### config.mk
export PLATFORM = sky130hd
export DESIGN_NAME = flash_toggle_status
export DESIGN_NICKNAME = d
export VERILOG_FILES = /design/src/rtl/flash_tgl_pkg.sv /design/src/rtl/tgl_op_timer.sv /design/src/rtl/tgl_toggle_reg.sv /design/src/rtl/tgl_status_mux.sv /design/src/rtl/flash_toggle_status.sv
export SDC_FILE = /design/constraint.sdc
export NUM_CORES = 1
export LEC_CHECK = 0
export ABC_CLOCK_PERIOD_IN_PS = 9200
export BUFFER_PORTS_ARGS = -buffer_cell sky130_fd_sc_hd__buf_2
export CAP_MARGIN = 30
export CELL_PAD_IN_SITES_DETAIL_PLACEMENT = 1
export CELL_PAD_IN_SITES_GLOBAL_PLACEMENT = 2
export CORE_MARGIN = 8
export CORE_UTILIZATION = 34
export DETAILED_ROUTE_END_ITERATION = 8
export PLACE_DENSITY_LB_ADDON = 0.1
export SYNTH_ARGS = -nofsm -noshare
export SYNTH_HDL_FRONTEND = slang
export SYNTH_HIERARCHICAL = 1
export SYNTH_SLANG_ARGS = --single-unit
export TNS_END_PERCENT = 5
### constraint.sdc
create_clock -name clk -period 9.2 [get_ports clk]
set_clock_uncertainty 0.2 [all_clocks]
set_input_delay 1.84 -clock clk [delete_from_list [all_inputs] [get_ports clk]]
set_output_delay 1.84 -clock clk [all_outputs]
set_load 0.01 [all_outputs]
### src/rtl/flash_tgl_pkg.sv
package flash_tgl_pkg;

    typedef enum logic [1:0] {
        OP_IDLE = 2'd0,
        OP_RUN  = 2'd1,
        OP_HUNG = 2'd2
    } op_state_e;

    typedef struct packed {
        logic       rsv_hi;
        logic       toggle;
        logic       timeout;
        logic [4:0] rsv_lo;
    } status_t;

    function automatic logic [7:0] pack_status(input logic tog, input logic tmo);
        status_t s;
        s         = '0;
        s.toggle  = tog;
        s.timeout = tmo;
        return s;
    endfunction

    function automatic int cnt_width(input int a, input int b, input int lw);
        int m;
        m = (a > b) ? a : b;
        if (lw >= 31) return 32;
        if ((1 << lw) > m) m = 1 << lw;
        return $clog2(m + 1);
    endfunction

endpackage

### src/rtl/tgl_op_timer.sv
module tgl_op_timer
    import flash_tgl_pkg::*;
#(
    parameter int LEN_W          = 16,
    parameter int CNT_W          = 24,
    parameter int PROT_ERASE_CYC = 12_500_000,
    parameter int PROT_PROG_CYC  = 250_000
) (
    input  logic             clk,
    input  logic             rst,
    input  logic             rst_cmd,
    input  logic             cmd_done,
    input  logic             op_erase,
    input  logic             tgt_prot,
    input  logic [LEN_W-1:0] busy_len,
    input  logic             tmo_inject,
    output op_state_e        state
);
    logic [CNT_W-1:0] remain;
    logic [CNT_W-1:0] load_val;

    always_comb begin
        if (tgt_prot)
            load_val = op_erase ? CNT_W'(PROT_ERASE_CYC) : CNT_W'(PROT_PROG_CYC);
        else if (busy_len == '0)
            load_val = CNT_W'(1);
        else
            load_val = CNT_W'(busy_len);
    end

    always_ff @(posedge clk) begin
        if (rst || rst_cmd) begin
            state  <= OP_IDLE;
            remain <= '0;
        end else begin
            unique case (state)
                OP_IDLE: begin
                    if (cmd_done) begin
                        state  <= OP_RUN;
                        remain <= load_val;
                    end
                end
                OP_RUN: begin
                    if (tmo_inject)
                        state <= OP_HUNG;
                    else if (remain <= CNT_W'(1))
                        state <= OP_IDLE;
                    else
                        remain <= remain - CNT_W'(1);
                end
                default: state <= state;
            endcase
        end
    end
endmodule

### src/rtl/tgl_toggle_reg.sv
module tgl_toggle_reg (
    input  logic clk,
    input  logic rst,
    input  logic rst_cmd,
    input  logic active,
    input  logic rd_oe,
    input  logic rd_ce,
    output logic tog
);
    logic rd_cycle;
    assign rd_cycle = rd_oe | rd_ce;

    always_ff @(posedge clk) begin
        if (rst || rst_cmd)
            tog <= 1'b0;
        else if (active && rd_cycle)
            tog <= ~tog;
    end
endmodule

### src/rtl/tgl_status_mux.sv
module tgl_status_mux
    import flash_tgl_pkg::*;
(
    input  op_state_e  state,
    input  logic       tog,
    input  logic [7:0] array_data,
    output logic [7:0] rd_data,
    output logic       busy
);
    always_comb begin
        busy    = (state != OP_IDLE);
        rd_data = busy ? pack_status(tog, state == OP_HUNG) : array_data;
    end
endmodule

### src/rtl/flash_toggle_status.sv
module flash_toggle_status
    import flash_tgl_pkg::*;
#(
    parameter int LEN_W          = 16,
    parameter int PROT_ERASE_CYC = 12_500_000,
    parameter int PROT_PROG_CYC  = 250_000
) (
    input  logic             clk,
    input  logic             rst,
    input  logic             cmd_done,
    input  logic             op_erase,
    input  logic             tgt_prot,
    input  logic [LEN_W-1:0] busy_len,
    input  logic             rd_oe,
    input  logic             rd_ce,
    input  logic             tmo_inject,
    input  logic             rst_cmd,
    input  logic [7:0]       array_data,
    output logic [7:0]       rd_data,
    output logic             busy
);
    localparam int CNT_W = cnt_width(PROT_ERASE_CYC, PROT_PROG_CYC, LEN_W);

    op_state_e state;
    logic      tog;

    tgl_op_timer #(
        .LEN_W         (LEN_W),
        .CNT_W         (CNT_W),
        .PROT_ERASE_CYC(PROT_ERASE_CYC),
        .PROT_PROG_CYC (PROT_PROG_CYC)
    ) u_timer (
        .clk       (clk),
        .rst       (rst),
        .rst_cmd   (rst_cmd),
        .cmd_done  (cmd_done),
        .op_erase  (op_erase),
        .tgt_prot  (tgt_prot),
        .busy_len  (busy_len),
        .tmo_inject(tmo_inject),
        .state     (state)
    );

    tgl_toggle_reg u_tog (
        .clk    (clk),
        .rst    (rst),
        .rst_cmd(rst_cmd),
        .active (state != OP_IDLE),
        .rd_oe  (rd_oe),
        .rd_ce  (rd_ce),
        .tog    (tog)
    );

    tgl_status_mux u_mux (
        .state     (state),
        .tog       (tog),
        .array_data(array_data),
        .rd_data   (rd_data),
        .busy      (busy)
    );
endmodule

==> impl_metrics.py <==
metrics = {
    "die": {
        "row_count": 27,
        "die_x_um": 90.4,
        "initial_core_util": 0.346,
        "die_area_mm2": 0.00817,
        "die_h_um": 90.4,
        "ios": 42,
        "core_area_mm2": 0.00544,
    },
    "synthesis": {
        "ys_seq_area_frac": 0.287,
        "synth_xor_area_frac": 0.0233,
        "synthCells": 226,
        "muxShareOfSynthArea": 0.0160,
        "yosysMostFrequentCell": "dfxtp_1",
        "synth_commonest_cells": "dfxtp_1, nor3_1, o21ai_0, clkbuf_1, nor4_1",
        "netlist_area_mm2": 0.00188,
        "syn-num-nets": 261,
        "ys_ff_latch": 27,
        "synthDistinctLibCells": 54,
        "synth_top_area_frac": 0.287,
        "synthAdderAreaFrac": 0.0133,
        "synth_top_family_by_area": "compound AO/OA/AOI/OAI gates",
        "synthTopCellsByArea": "dfxtp_1, a32o_1, nor3_1",
        "synth-simple-area-share": 0.277,
        "synth_top_flop_cell": "dfxtp_1",
        "synth_compound_area_frac": 0.330,
        "postSynth.asyncResetShare": 0,
        "synth_edf_count": 0,
        "yosys_warnings": 6,
        "synth_top_area_cell": "dfxtp_1",
        "avgSynthCellArea_um2": 8.33,
    },
    "clocking": {
        "cts-root-buf": "clkbuf_8",
        "holdBufCountCts": 0,
        "clock_latency_ns": 0.28,
        "cts_sinks": 27,
        "path_clk_slew_ns": 0.10,
        "cts_setup_buffers": 0,
        "cts.path.max_buffers": 2,
        "cts_resized": 0,
        "numCtsBuffers": 3,
        "tritoncts": "built",
        "htree_levels": 1,
    },
    "global_route": {
        "top_usage_layer": "met2",
        "grt_pass1_vias": 2080,
        "track_usage": 0.169,
        "grt_max_degree": 29,
        "antenna_found_initial": 0,
        "overflow": 0,
        "grt_use_met1": 0.232,
        "met3_usage": 0.0291,
        "grt_pass1_wl_um": 11500,
        "met2_usage": 0.265,
    },
    "pwr": {
        "leakagePower_nw": 0.894,
        "power.density_mw_per_mm2": 140,
        "peakVddDrop_mv": 0.0667,
    },
    "min_path": {
        "worstHoldPathType": "reg2reg",
    },
    "routing": {
        "viasPerCell": 6.24,
        "ant_nets": 0,
        "drt-total-wl_um": 6960,
        "dr.pass1.iters": 4,
        "via_count": 2066,
        "drt-initial-drc-count": 133,
        "drc": 0,
        "wl_per_cell_um": 21.0,
    },
    "placement": {
        "pre_cts_ws_ns": 4.84,
        "routabilityCongestion": 0.769,
        "hpwl_um": 4900,
        "port_buffers": 41,
    },
    "critical_path": {
        "crit_fanout": 1,
        "critPathLaunchType": "input port",
        "crit_path_end_kind": "output port",
        "critPathKind": "in2out",
        "worst-r2r-setup-slack_ns": 5.86,
        "critPathArrivalTime_ns": 2.32,
        "required_ns": 7.16,
    },
    "timing": {
        "max_slew_margin": 0.331,
        "report.final.setup_viol": 0,
        "min_period_over_period": 0.474,
        "tns_ns": 0,
        "fmax_mhz": 230,
        "rsz0062_at_grt": "no",
        "hold_violations": 0,
        "worst_slew_pin_slew_ns": 1.00,
        "worst_slack_ns": 4.84,
        "min_period_ns": 4.36,
        "slew_violations": 0,
    },
    "final_layout": {
        "area_growth_pct": 17.0,
        "fill_cells": 682,
        "nNetsFinal": 295,
        "insertedDiodeCount": 0,
        "drive_gt1_frac": 0.270,
    },
    "outcome": {
        "status": "finished clean",
    },
    "job": {
        "maxCapViolCount": 0,
    },
}
cells in the final DEF (no fill, tap or decap), types with 3 or more instances in the layout:
master / netlist / final
a31oi_1: 6 / 6
o32ai_1: 3 / 3
o41ai_1: 3 / 3
or4_1: 5 / 5
nand3_1: 5 / 5
a222oi_1: 3 / 3
and4_1: 3 / 3
o21ai_1: 4 / 4
o21ai_0: 15 / 15
xnor2_1: 3 / 3
nor2_1: 11 / 10
inv_1: 6 / 6
nor3_1: 15 / 15
nor4_1: 12 / 12
buf_4: 0 / 5
and2_2: 6 / 6
o211a_1: 6 / 6
nor3b_1: 3 / 3
o22ai_1: 8 / 8
dfxtp_1: 27 / 27
a21oi_1: 9 / 9
buf_2: 0 / 41
clkbuf_8: 0 / 3
nand2_1: 5 / 5
a32o_1: 9 / 9
critical path, stage by stage:
cell,delay [ns]
buf_2,0.09
mux2_4,0.24
buf_2,0.14
sequential cells by signal, indices dropped and copies added (netlist names):
| register | flops |
|---|---|
| u_timer/remain | 24 |
| u_timer/state | 2 |
| u_tog/tog | 1 |
area by class of cell:
cell class | instances | area (um2) | area share
clock buffers | 4 | 45.0 | 0.0205
well taps | 72 | 90.1 | 0.0409
multi-input cells | 176 | 1260 | 0.572
flip-flops and latches | 27 | 541 | 0.246
inverters | 6 | 22.5 | 0.0102
repair buffers | 46 | 243 | 0.110
metrics by stage:
| stage | hold slack [ns] | power, W | instance area [um2] | instances | utilization |
|---|---|---|---|---|---|
| 3_5_place_dp | 0.325 | 0.000236 | 2160 | 327 | 0.396 |
| 4_1_cts | 0.339 | 0.000310 | 2200 | 331 | 0.405 |
| 5_1_grt | 0.365 | 0.000327 | 2200 | 331 | 0.405 |
| 3_3_place_gp | 0.307 | 0.000236 | 2160 | 327 | 0.396 |
| 2_1_floorplan | 0.287 | 0.000201 | 1880 | 226 | - |
| 6_report | 0.334 | 0.000308 | 2200 | 331 | 0.405 |
metal layers:
layer / up-vias / share of wire
met4: 0 / 0.010
met3: 7 / 0.050
met5: - / 0
met2: 47 / 0.45
li1: 986 / -
met1: 1026 / 0.49
worst paths after layout:
check                          start                 end  cells after the start
setup / recovery       array_data[6]          rd_data[6]                      3
hold / removal    u_timer/remain[22]  u_timer/remain[22]                      2
setup reg to reg   u_timer/remain[4]  u_timer/remain[14]                      6
hold reg to reg   u_timer/remain[22]  u_timer/remain[22]                      2
where the power goes:
group          total [W]  internal (W)  switching [W]
combinational   0.000105     0.0000431      0.0000623
sequential      0.000129      0.000122     0.00000729
clock          0.0000735     0.0000312      0.0000423
logic make-up after synthesis:
group,Yosys count
flip-flops,27
AND/OR/NAND/NOR,84
XOR/XNOR,5
adder cells (fa/ha/maj),2
AO/OA/AOI/OAI,83
buffers and inverters,23
multiplexers,2
(Power assumes the default switching activity.)
